===== config.mk =====
export PLATFORM = sky130hd
export DESIGN_NAME = yuv422_rgb_conv
export DESIGN_NICKNAME = d
export VERILOG_FILES = /design/src/rtl/yuvc_pkg.sv /design/src/rtl/yuvc_regs.sv /design/src/rtl/yuvc_unpack.sv /design/src/rtl/yuvc_chan.sv /design/src/rtl/yuv422_rgb_conv.sv
export SDC_FILE = /design/constraint.sdc
export NUM_CORES = 2
export LEC_CHECK = 0
export BUFFER_PORTS_ARGS = -buffer_cell sky130_fd_sc_hd__buf_2
export CORE_UTILIZATION = 24
export DETAILED_ROUTE_END_ITERATION = 8
export PLACE_DENSITY = 0.46
export RECOVER_POWER = 25
export SLEW_MARGIN = 40
export SYNTH_ARGS = -nofsm -noshare
export SYNTH_HDL_FRONTEND = slang
export SYNTH_HIERARCHICAL = 1
export SYNTH_SLANG_ARGS = --single-unit

===== constraint.sdc =====
create_clock -name clk -period 13.9 [get_ports clk]
set_input_delay 2.78 -clock clk [delete_from_list [all_inputs] [get_ports clk]]
set_output_delay 2.78 -clock clk [all_outputs]
set_load 0.02 [all_outputs]

===== src/rtl/yuvc_pkg.sv =====
package yuvc_pkg;

  localparam int NROW  = 3;
  localparam int NMUL  = 3;
  localparam int NCOL  = NMUL + 1;
  localparam int NCOEF = NROW * NCOL;

  localparam int ROW_G = 0;
  localparam int ROW_R = 1;
  localparam int ROW_B = 2;

  localparam int CTRL_ADDR = NCOEF;

  // Names give the left-to-right sample sequence of bytes 0..3.
  typedef enum logic [1:0] {
    SEQ_VYUY = 2'd0,
    SEQ_UYVY = 2'd1,
    SEQ_YVYU = 2'd2,
    SEQ_YUYV = 2'd3
  } seq_e;

  typedef struct packed {
    logic [1:0] y0;
    logic [1:0] y1;
    logic [1:0] u;
    logic [1:0] v;
  } lane_map_t;

  function automatic lane_map_t lane_map(seq_e s);
    lane_map_t m;
    case (s)
      SEQ_VYUY: m = '{y0: 2'd1, y1: 2'd3, u: 2'd2, v: 2'd0};
      SEQ_UYVY: m = '{y0: 2'd1, y1: 2'd3, u: 2'd0, v: 2'd2};
      SEQ_YVYU: m = '{y0: 2'd0, y1: 2'd2, u: 2'd3, v: 2'd1};
      default:  m = '{y0: 2'd0, y1: 2'd2, u: 2'd1, v: 2'd3};
    endcase
    return m;
  endfunction

  // Reset matrix: limited-range BT.601 to full-range RGB.
  function automatic logic [15:0] bt601_word(int idx);
    logic [15:0] w;
    case (idx)
      0:       w = 16'h04A7;
      1:       w = 16'h1E6F;
      2:       w = 16'h1CBF;
      3:       w = 16'h0877;
      4:       w = 16'h04A7;
      5:       w = 16'h0000;
      6:       w = 16'h0662;
      7:       w = 16'h3211;
      8:       w = 16'h04A7;
      9:       w = 16'h0812;
      10:      w = 16'h0000;
      default: w = 16'h2EB1;
    endcase
    return w;
  endfunction

endpackage


===== src/rtl/yuvc_regs.sv =====
module yuvc_regs
  import yuvc_pkg::*;
#(
  parameter int AW = 4,
  parameter int MW = 13,
  parameter int KW = 14
) (
  input  logic                            clk,
  input  logic                            rst_n,
  input  logic                            we,
  input  logic [AW-1:0]                   addr,
  input  logic [KW-1:0]                   wdata,
  output logic [NROW-1:0][NMUL-1:0][MW-1:0] mul,
  output logic [NROW-1:0][KW-1:0]         kon,
  output logic [1:0]                      seq,
  output logic                            en
);

  logic [1:0] seq_q, seq_d;
  logic       en_q, en_d;
  logic       ctrl_hit;

  for (genvar r = 0; r < NROW; r++) begin : g_row
    for (genvar c = 0; c < NMUL; c++) begin : g_mul
      localparam logic [15:0] RV = bt601_word(r * NCOL + c);
      logic          hit;
      logic [MW-1:0] q, d;

      always_comb begin
        hit = we && (addr == AW'(r * NCOL + c));
        d   = hit ? wdata[MW-1:0] : q;
      end

      always_ff @(posedge clk or negedge rst_n) begin
        if (!rst_n) q <= RV[MW-1:0];
        else        q <= d;
      end

      assign mul[r][c] = q;
    end

    localparam logic [15:0] KV = bt601_word(r * NCOL + NMUL);
    logic          khit;
    logic [KW-1:0] kq, kd;

    always_comb begin
      khit = we && (addr == AW'(r * NCOL + NMUL));
      kd   = khit ? wdata : kq;
    end

    always_ff @(posedge clk or negedge rst_n) begin
      if (!rst_n) kq <= KV[KW-1:0];
      else        kq <= kd;
    end

    assign kon[r] = kq;
  end

  always_comb begin
    ctrl_hit = we && (addr == AW'(CTRL_ADDR));
    seq_d    = ctrl_hit ? wdata[1:0] : seq_q;
    en_d     = ctrl_hit ? wdata[2]   : en_q;
  end

  always_ff @(posedge clk or negedge rst_n) begin
    if (!rst_n) begin
      seq_q <= 2'd0;
      en_q  <= 1'b0;
    end else begin
      seq_q <= seq_d;
      en_q  <= en_d;
    end
  end

  assign seq = seq_q;
  assign en  = en_q;

endmodule


===== src/rtl/yuvc_unpack.sv =====
module yuvc_unpack
  import yuvc_pkg::*;
#(
  parameter int SW = 8,
  parameter int MW = 13,
  parameter int KW = 14
) (
  input  logic                              clk,
  input  logic                              rst_n,
  input  logic                              adv,
  input  logic                              in_valid,
  output logic                              in_ready,
  input  logic [4*SW-1:0]                   in_data,
  input  logic [NROW-1:0][NMUL-1:0][MW-1:0] mul_in,
  input  logic [NROW-1:0][KW-1:0]           kon_in,
  input  logic [1:0]                        seq_in,
  input  logic                              en_in,
  output logic                              h_valid,
  output logic                              h_phase,
  output logic [NROW-1:0][NMUL-1:0][MW-1:0] h_mul,
  output logic [NROW-1:0][KW-1:0]           h_kon,
  output logic                              pix_byp,
  output logic [SW-1:0]                     pix_y,
  output logic [SW-1:0]                     pix_u,
  output logic [SW-1:0]                     pix_v
);

  logic            valid_d, phase_d, take;
  logic [4*SW-1:0] h_word;
  logic [1:0]      h_seq;
  logic            h_en;
  logic [3:0][SW-1:0] lanes;
  lane_map_t       lm;

  assign in_ready = adv && (!h_valid || h_phase);
  assign take     = in_valid && in_ready;

  always_comb begin
    valid_d = h_valid;
    phase_d = h_phase;
    if (adv) begin
      if (h_valid && !h_phase) begin
        phase_d = 1'b1;
      end else if (take) begin
        valid_d = 1'b1;
        phase_d = 1'b0;
      end else begin
        valid_d = 1'b0;
      end
    end
  end

  always_ff @(posedge clk or negedge rst_n) begin
    if (!rst_n) begin
      h_valid <= 1'b0;
      h_phase <= 1'b0;
    end else begin
      h_valid <= valid_d;
      h_phase <= phase_d;
    end
  end

  // Word and its configuration snapshot, loaded only on acceptance.
  always_ff @(posedge clk) begin
    if (take) begin
      h_word <= in_data;
      h_mul  <= mul_in;
      h_kon  <= kon_in;
      h_seq  <= seq_in;
      h_en   <= en_in;
    end
  end

  for (genvar i = 0; i < 4; i++) begin : g_lane
    assign lanes[i] = h_word[i*SW +: SW];
  end

  always_comb begin
    lm      = lane_map(seq_e'(h_seq));
    pix_y   = h_phase ? lanes[lm.y1] : lanes[lm.y0];
    pix_u   = lanes[lm.u];
    pix_v   = lanes[lm.v];
    pix_byp = !h_en;
  end

endmodule


===== src/rtl/yuvc_chan.sv =====
module yuvc_chan #(
  parameter int SW    = 8,
  parameter int MW    = 13,
  parameter int KW    = 14,
  parameter int FRAC  = 10,
  parameter int KFRAC = 4
) (
  input  logic                clk,
  input  logic                adv,
  input  logic [SW-1:0]       y,
  input  logic [SW-1:0]       u,
  input  logic [SW-1:0]       v,
  input  logic [2:0][MW-1:0]  mul,
  input  logic [KW-1:0]       kon,
  input  logic                byp,
  input  logic [SW-1:0]       byp_val,
  output logic [SW-1:0]       res
);

  localparam int PW   = MW + SW + 1;
  localparam int SUMW = PW + 3;
  localparam int KSH  = FRAC - KFRAC;
  localparam logic signed [SUMW-1:0] RND  = SUMW'(1) <<< (FRAC - 1);
  localparam logic signed [SUMW-1:0] MAXV = SUMW'((1 << SW) - 1);

  logic [SW-1:0]           smp [3];
  logic signed [PW-1:0]    prod_d [3];
  logic signed [PW-1:0]    prod_q [3];
  logic signed [KW-1:0]    kon_q;
  logic                    byp_m, byp_s;
  logic [SW-1:0]           bv_m, bv_s;
  logic signed [SUMW-1:0]  sum_d, sum_q, sh;
  logic [SW-1:0]           res_d, res_q;

  // Stage 1: products
  always_comb begin
    smp[0] = y;
    smp[1] = u;
    smp[2] = v;
    for (int i = 0; i < 3; i++) begin
      prod_d[i] = PW'($signed(mul[i])) * PW'($signed({1'b0, smp[i]}));
    end
  end

  // Stage 2: sum with aligned constant and rounding term
  always_comb begin
    sum_d = SUMW'(prod_q[0]) + SUMW'(prod_q[1]) + SUMW'(prod_q[2])
          + (SUMW'(kon_q) <<< KSH) + RND;
  end

  // Stage 3: scale and clamp, or bypass
  always_comb begin
    sh = sum_q >>> FRAC;
    if (byp_s)          res_d = bv_s;
    else if (sh < 0)    res_d = '0;
    else if (sh > MAXV) res_d = MAXV[SW-1:0];
    else                res_d = sh[SW-1:0];
  end

  always_ff @(posedge clk) begin
    if (adv) begin
      for (int i = 0; i < 3; i++) prod_q[i] <= prod_d[i];
      kon_q <= $signed(kon);
      byp_m <= byp;
      bv_m  <= byp_val;
      sum_q <= sum_d;
      byp_s <= byp_m;
      bv_s  <= bv_m;
      res_q <= res_d;
    end
  end

  assign res = res_q;

endmodule


===== src/rtl/yuv422_rgb_conv.sv =====
module yuv422_rgb_conv
  import yuvc_pkg::*;
#(
  parameter int SW   = 8,
  parameter int MW   = 13,
  parameter int KW   = 14,
  parameter int AW   = 4,
  parameter int FRAC = 10
) (
  input  logic             clk,
  input  logic             rst_n,
  input  logic             cfg_we,
  input  logic [AW-1:0]    cfg_addr,
  input  logic [KW-1:0]    cfg_wdata,
  input  logic             in_valid,
  output logic             in_ready,
  input  logic [4*SW-1:0]  in_data,
  output logic             out_valid,
  input  logic             out_ready,
  output logic [3*SW-1:0]  out_rgb
);

  localparam int KFRAC = 4;

  logic [1:0] rst_sync;
  logic       rst_ns;
  logic       adv;

  logic [NROW-1:0][NMUL-1:0][MW-1:0] cfg_mul, hold_mul;
  logic [NROW-1:0][KW-1:0]           cfg_kon, hold_kon;
  logic [1:0]                        cfg_seq;
  logic                              cfg_en;
  logic                              hold_valid, hold_phase;
  logic                              pix_byp;
  logic [SW-1:0]                     pix_y, pix_u, pix_v;
  logic [SW-1:0]                     byp_val [NROW];
  logic [SW-1:0]                     res [NROW];
  logic                              m_valid, s_valid, o_valid;
  logic                              m_valid_d, s_valid_d, o_valid_d;

  always_ff @(posedge clk or negedge rst_n) begin
    if (!rst_n) rst_sync <= 2'b00;
    else        rst_sync <= {rst_sync[0], 1'b1};
  end
  assign rst_ns = rst_sync[1];

  assign adv = rst_ns && (!o_valid || out_ready);

  yuvc_regs #(.AW(AW), .MW(MW), .KW(KW)) u_regs (
    .clk   (clk),
    .rst_n (rst_ns),
    .we    (cfg_we),
    .addr  (cfg_addr),
    .wdata (cfg_wdata),
    .mul   (cfg_mul),
    .kon   (cfg_kon),
    .seq   (cfg_seq),
    .en    (cfg_en)
  );

  yuvc_unpack #(.SW(SW), .MW(MW), .KW(KW)) u_unpack (
    .clk      (clk),
    .rst_n    (rst_ns),
    .adv      (adv),
    .in_valid (in_valid),
    .in_ready (in_ready),
    .in_data  (in_data),
    .mul_in   (cfg_mul),
    .kon_in   (cfg_kon),
    .seq_in   (cfg_seq),
    .en_in    (cfg_en),
    .h_valid  (hold_valid),
    .h_phase  (hold_phase),
    .h_mul    (hold_mul),
    .h_kon    (hold_kon),
    .pix_byp  (pix_byp),
    .pix_y    (pix_y),
    .pix_u    (pix_u),
    .pix_v    (pix_v)
  );

  for (genvar r = 0; r < NROW; r++) begin : g_chan
    if (r == ROW_R)      begin : g_br assign byp_val[r] = pix_y; end
    else if (r == ROW_G) begin : g_bg assign byp_val[r] = pix_u; end
    else                 begin : g_bb assign byp_val[r] = pix_v; end

    yuvc_chan #(.SW(SW), .MW(MW), .KW(KW), .FRAC(FRAC), .KFRAC(KFRAC)) u_chan (
      .clk     (clk),
      .adv     (adv),
      .y       (pix_y),
      .u       (pix_u),
      .v       (pix_v),
      .mul     (hold_mul[r]),
      .kon     (hold_kon[r]),
      .byp     (pix_byp),
      .byp_val (byp_val[r]),
      .res     (res[r])
    );
  end

  always_comb begin
    m_valid_d = m_valid;
    s_valid_d = s_valid;
    o_valid_d = o_valid;
    if (adv) begin
      m_valid_d = hold_valid;
      s_valid_d = m_valid;
      o_valid_d = s_valid;
    end
  end

  always_ff @(posedge clk or negedge rst_ns) begin
    if (!rst_ns) begin
      m_valid <= 1'b0;
      s_valid <= 1'b0;
      o_valid <= 1'b0;
    end else begin
      m_valid <= m_valid_d;
      s_valid <= s_valid_d;
      o_valid <= o_valid_d;
    end
  end

  assign out_valid = o_valid;
  assign out_rgb   = {res[ROW_R], res[ROW_G], res[ROW_B]};

endmodule


==> impl_metrics.json <==
{
  "synthFlopType": "edfxtp_1",
  "syn_inst": 5814,
  "cts_inserted_buffers": 85,
  "maxCapViolCount": 3,
  "worst_setup_path_end_kind": "primary output",
  "grt_max_degree": 80,
  "totalWireLength_um": 163700,
  "path_class": "in2out",
  "first_pass_iters": 5,
  "synth_cell_types": 91,
  "start_util_pct": 24.18,
  "worstPathMaxFanout": 31,
  "required_ps": 11120,
  "port_buffers": 80,
  "cts_resized": 0,
  "io_pins": 81,
  "period_minus_slack_ps": 7013,
  "drive_gt1_share_pct": 9.156,
  "route.vias.total": 40150,
  "worst_pin_slew_ps": 3415,
  "timing.rr.start": "u_unpack/h_seq[1]$_DFFE_PP_",
  "fp.dieW_um": 522.1,
  "vias_per_cell": 4.209,
  "finalSetupViolCount": 0,
  "drt-initial-drc-count": 2202,
  "avgSynthCellArea_um2": 11.16,
  "post-cts-setup-buffers": 0,
  "fin_crit_sh_pct": 50.45,
  "fmax_mhz": 142.6,
  "hp-start": "rst_sync[0]$_DFF_PN0_",
  "ys_seq_area_share_pct": 32.41,
  "cp.arrival_ps": 4230,
  "core_area_mm2": 0.2684,
  "reg2reg_to": "g_chan[0].u_chan/prod_q[0][21]$_DFFE_PP_",
  "cts_tree": "done",
  "holdBufCountCts": 0,
  "cp-start-kind": "primary input",
  "hp-class": "reg2reg",
  "violations": "max-capacitance violations, max-slew violations",
  "grt_pass1_vias": 43630,
  "grt_overflow": 0,
  "drv_slew": 124,
  "hpwl_um": 121600,
  "min_to": "rst_sync[1]$_DFF_PN0_",
  "area_growth_pct": 11.67,
  "hold_viol": 0,
  "drtAntennaViolNets": 0,
  "synthesis.nets": 7273,
  "ys_ff_latch": 726,
  "cts_sinks": 726,
  "clkTransAtPathRegs_ps": 60,
  "status": "complete, but fails checks",
  "drc_errors": 0,
  "grt_pass1_wl_um": 258700,
  "die_h_um": 522.1,
  "syn_area_mm2": 0.06491,
  "nets": 7361,
  "num_rows": 190,
  "gp_congestion": 0.7969,
  "rsz0062_at_grt": "false",
  "ctsLongestPathBuffers": 3,
  "antenna_found_initial": 27,
  "synth_edf_count": 557,
  "synthArstFlopShare_pct": 23.28,
  "cts_max_level": 3,
  "insertion_delay_ps": 730,
  "die_area_mm2": 0.2725,
  "ys.warnings.count": 6,
  "track_usage_pct": 12.41,
  "min_path_cells": 0,
  "r2r_cells": 17,
  "wire_per_inst_um": 17.17,
  "fin_tns_setup_ps": 0,
  "r2r_slack_ps": 7180,
  "fin_skew_ps": 45.27,
  "maxSlewHeadroom_pct": -127.7,
  "root_buffer": "clkbuf_16"
}
## routing by layer
layer,track usage [%],vias up,wire length [um]
met5,0,-,0
met4,4.014,0,3603
met3,1.724,158,6999
met2,21.09,712,80550
met1,16.17,20720,72590
li1,-,18560,-
## flip-flops by register name, summed over array words and instances, names as in the netlist, 32 cells and up
register / cells
u_regs/g_row.kq: 42
g_chan.u_chan/prod_q: 198
u_regs/g_row.g_mul.q: 117
u_unpack/h_word: 32
g_chan.u_chan/sum_q: 45
u_unpack/h_kon: 42
g_chan.u_chan/kon_q: 42
u_unpack/h_mul: 117
## cell families (layout without fill, tap and decap cells)
kind of cell    Yosys count  after routing  share of synthesized area, %
buf+inv                1431           1591                         8.389
fa+ha+maj              1404           1404                         37.13
other cells               1             13                      0.005777
simple gates           1384           1384                         10.60
xor+xnor                201            201                         2.712
compound gates          477            477                         4.981
mux                     190            190                         3.778
flops                   726            726                         32.41
## final cells by class
type	instances	area [um2]
Sequential cell	726	21040
Fill cell	28040	195900
Clock buffer	113	2376
Clock inverter	46	432.9
Antenna cell	12	30.03
Multi-Input combinational cell	3657	38450
Inverter	1308	4913
Timing Repair Buffer	124	802.0
Tap cell	3552	4444
## critical path: stages
cell and delay (ps):
buf_2 110, o21ai_2 210, clkinvlp_4 610, nor2b_1 350
buf_2 170
## through the flow
step	hold slack, ps	setup WS (ps)	util, %	instance area, um2	instances
after floorplan	331.2	1683	-	64920	5814
after global placement	262.4	6858	25.91	69540	9364
after detailed placement	261.5	6841	25.95	69640	9366
after CTS	257.8	6846	26.99	72450	9525
after global routing	366.2	6697	27.00	72470	9532
final	353.7	6887	27.01	72490	9538
## placed cells by master (no fill, tap or decap), drive strengths merged, types with 30 or more instances in the layout
master	n
xor2	50
nor3	43
nand3	30
dfrtp	103
inv	1318
edfxtp	557
o21a	44
ha	534
dfstp	66
a21o	52
nand2	579
o21ai	77
fa	870
a21oi	138
mux2	164
and2	473
clkbuf	117
buf	120
nor2	132
xnor2	151
## cell usage after synthesis, types with 28 or more instances
library cell	count	share of area, %
inv_1	1308	7.6
fa_1	870	27
nand2_1	579	3.3
edfxtp_1	557	26
ha_1	534	10
and2_1	473	4.6
mux2_2	154	2.7
xnor2_1	151	2.0
a21oi_1	135	1.0
nor2_1	132	0.76
dfrtp_1	103	4.0
clkbuf_1	100	0.58
dfstp_2	66	2.7
o21ai_0	60	0.46
a21o_1	50	0.58
xor2_1	50	0.67
o21a_1	44	0.51
nor3_1	41	0.32
nand3_1	29	0.22
nor2b_1	28	0.27
## worst max path at each step
stage                                            from  slack, ps                                        to  depth (start not counted)
after CTS                                   out_ready       6850                                  in_ready                          5
final                                       out_ready       6890                                  in_ready                          5
after detailed placement                    out_ready       6840                                  in_ready                          5
after floorplan                 rst_sync[1]$_DFF_PN0_       1680                   u_unpack/h_en$_DFFE_PP_                          4
after global placement                      out_ready       6860                                  in_ready                          5
after global routing      u_unpack/h_seq[1]$_DFFE_PP_       6700  g_chan[0].u_chan/prod_q[0][21]$_DFFE_PP_                         17
Power is not shown: default switching activity piles up to over one toggle a cycle in this logic, so the estimate is an artifact.
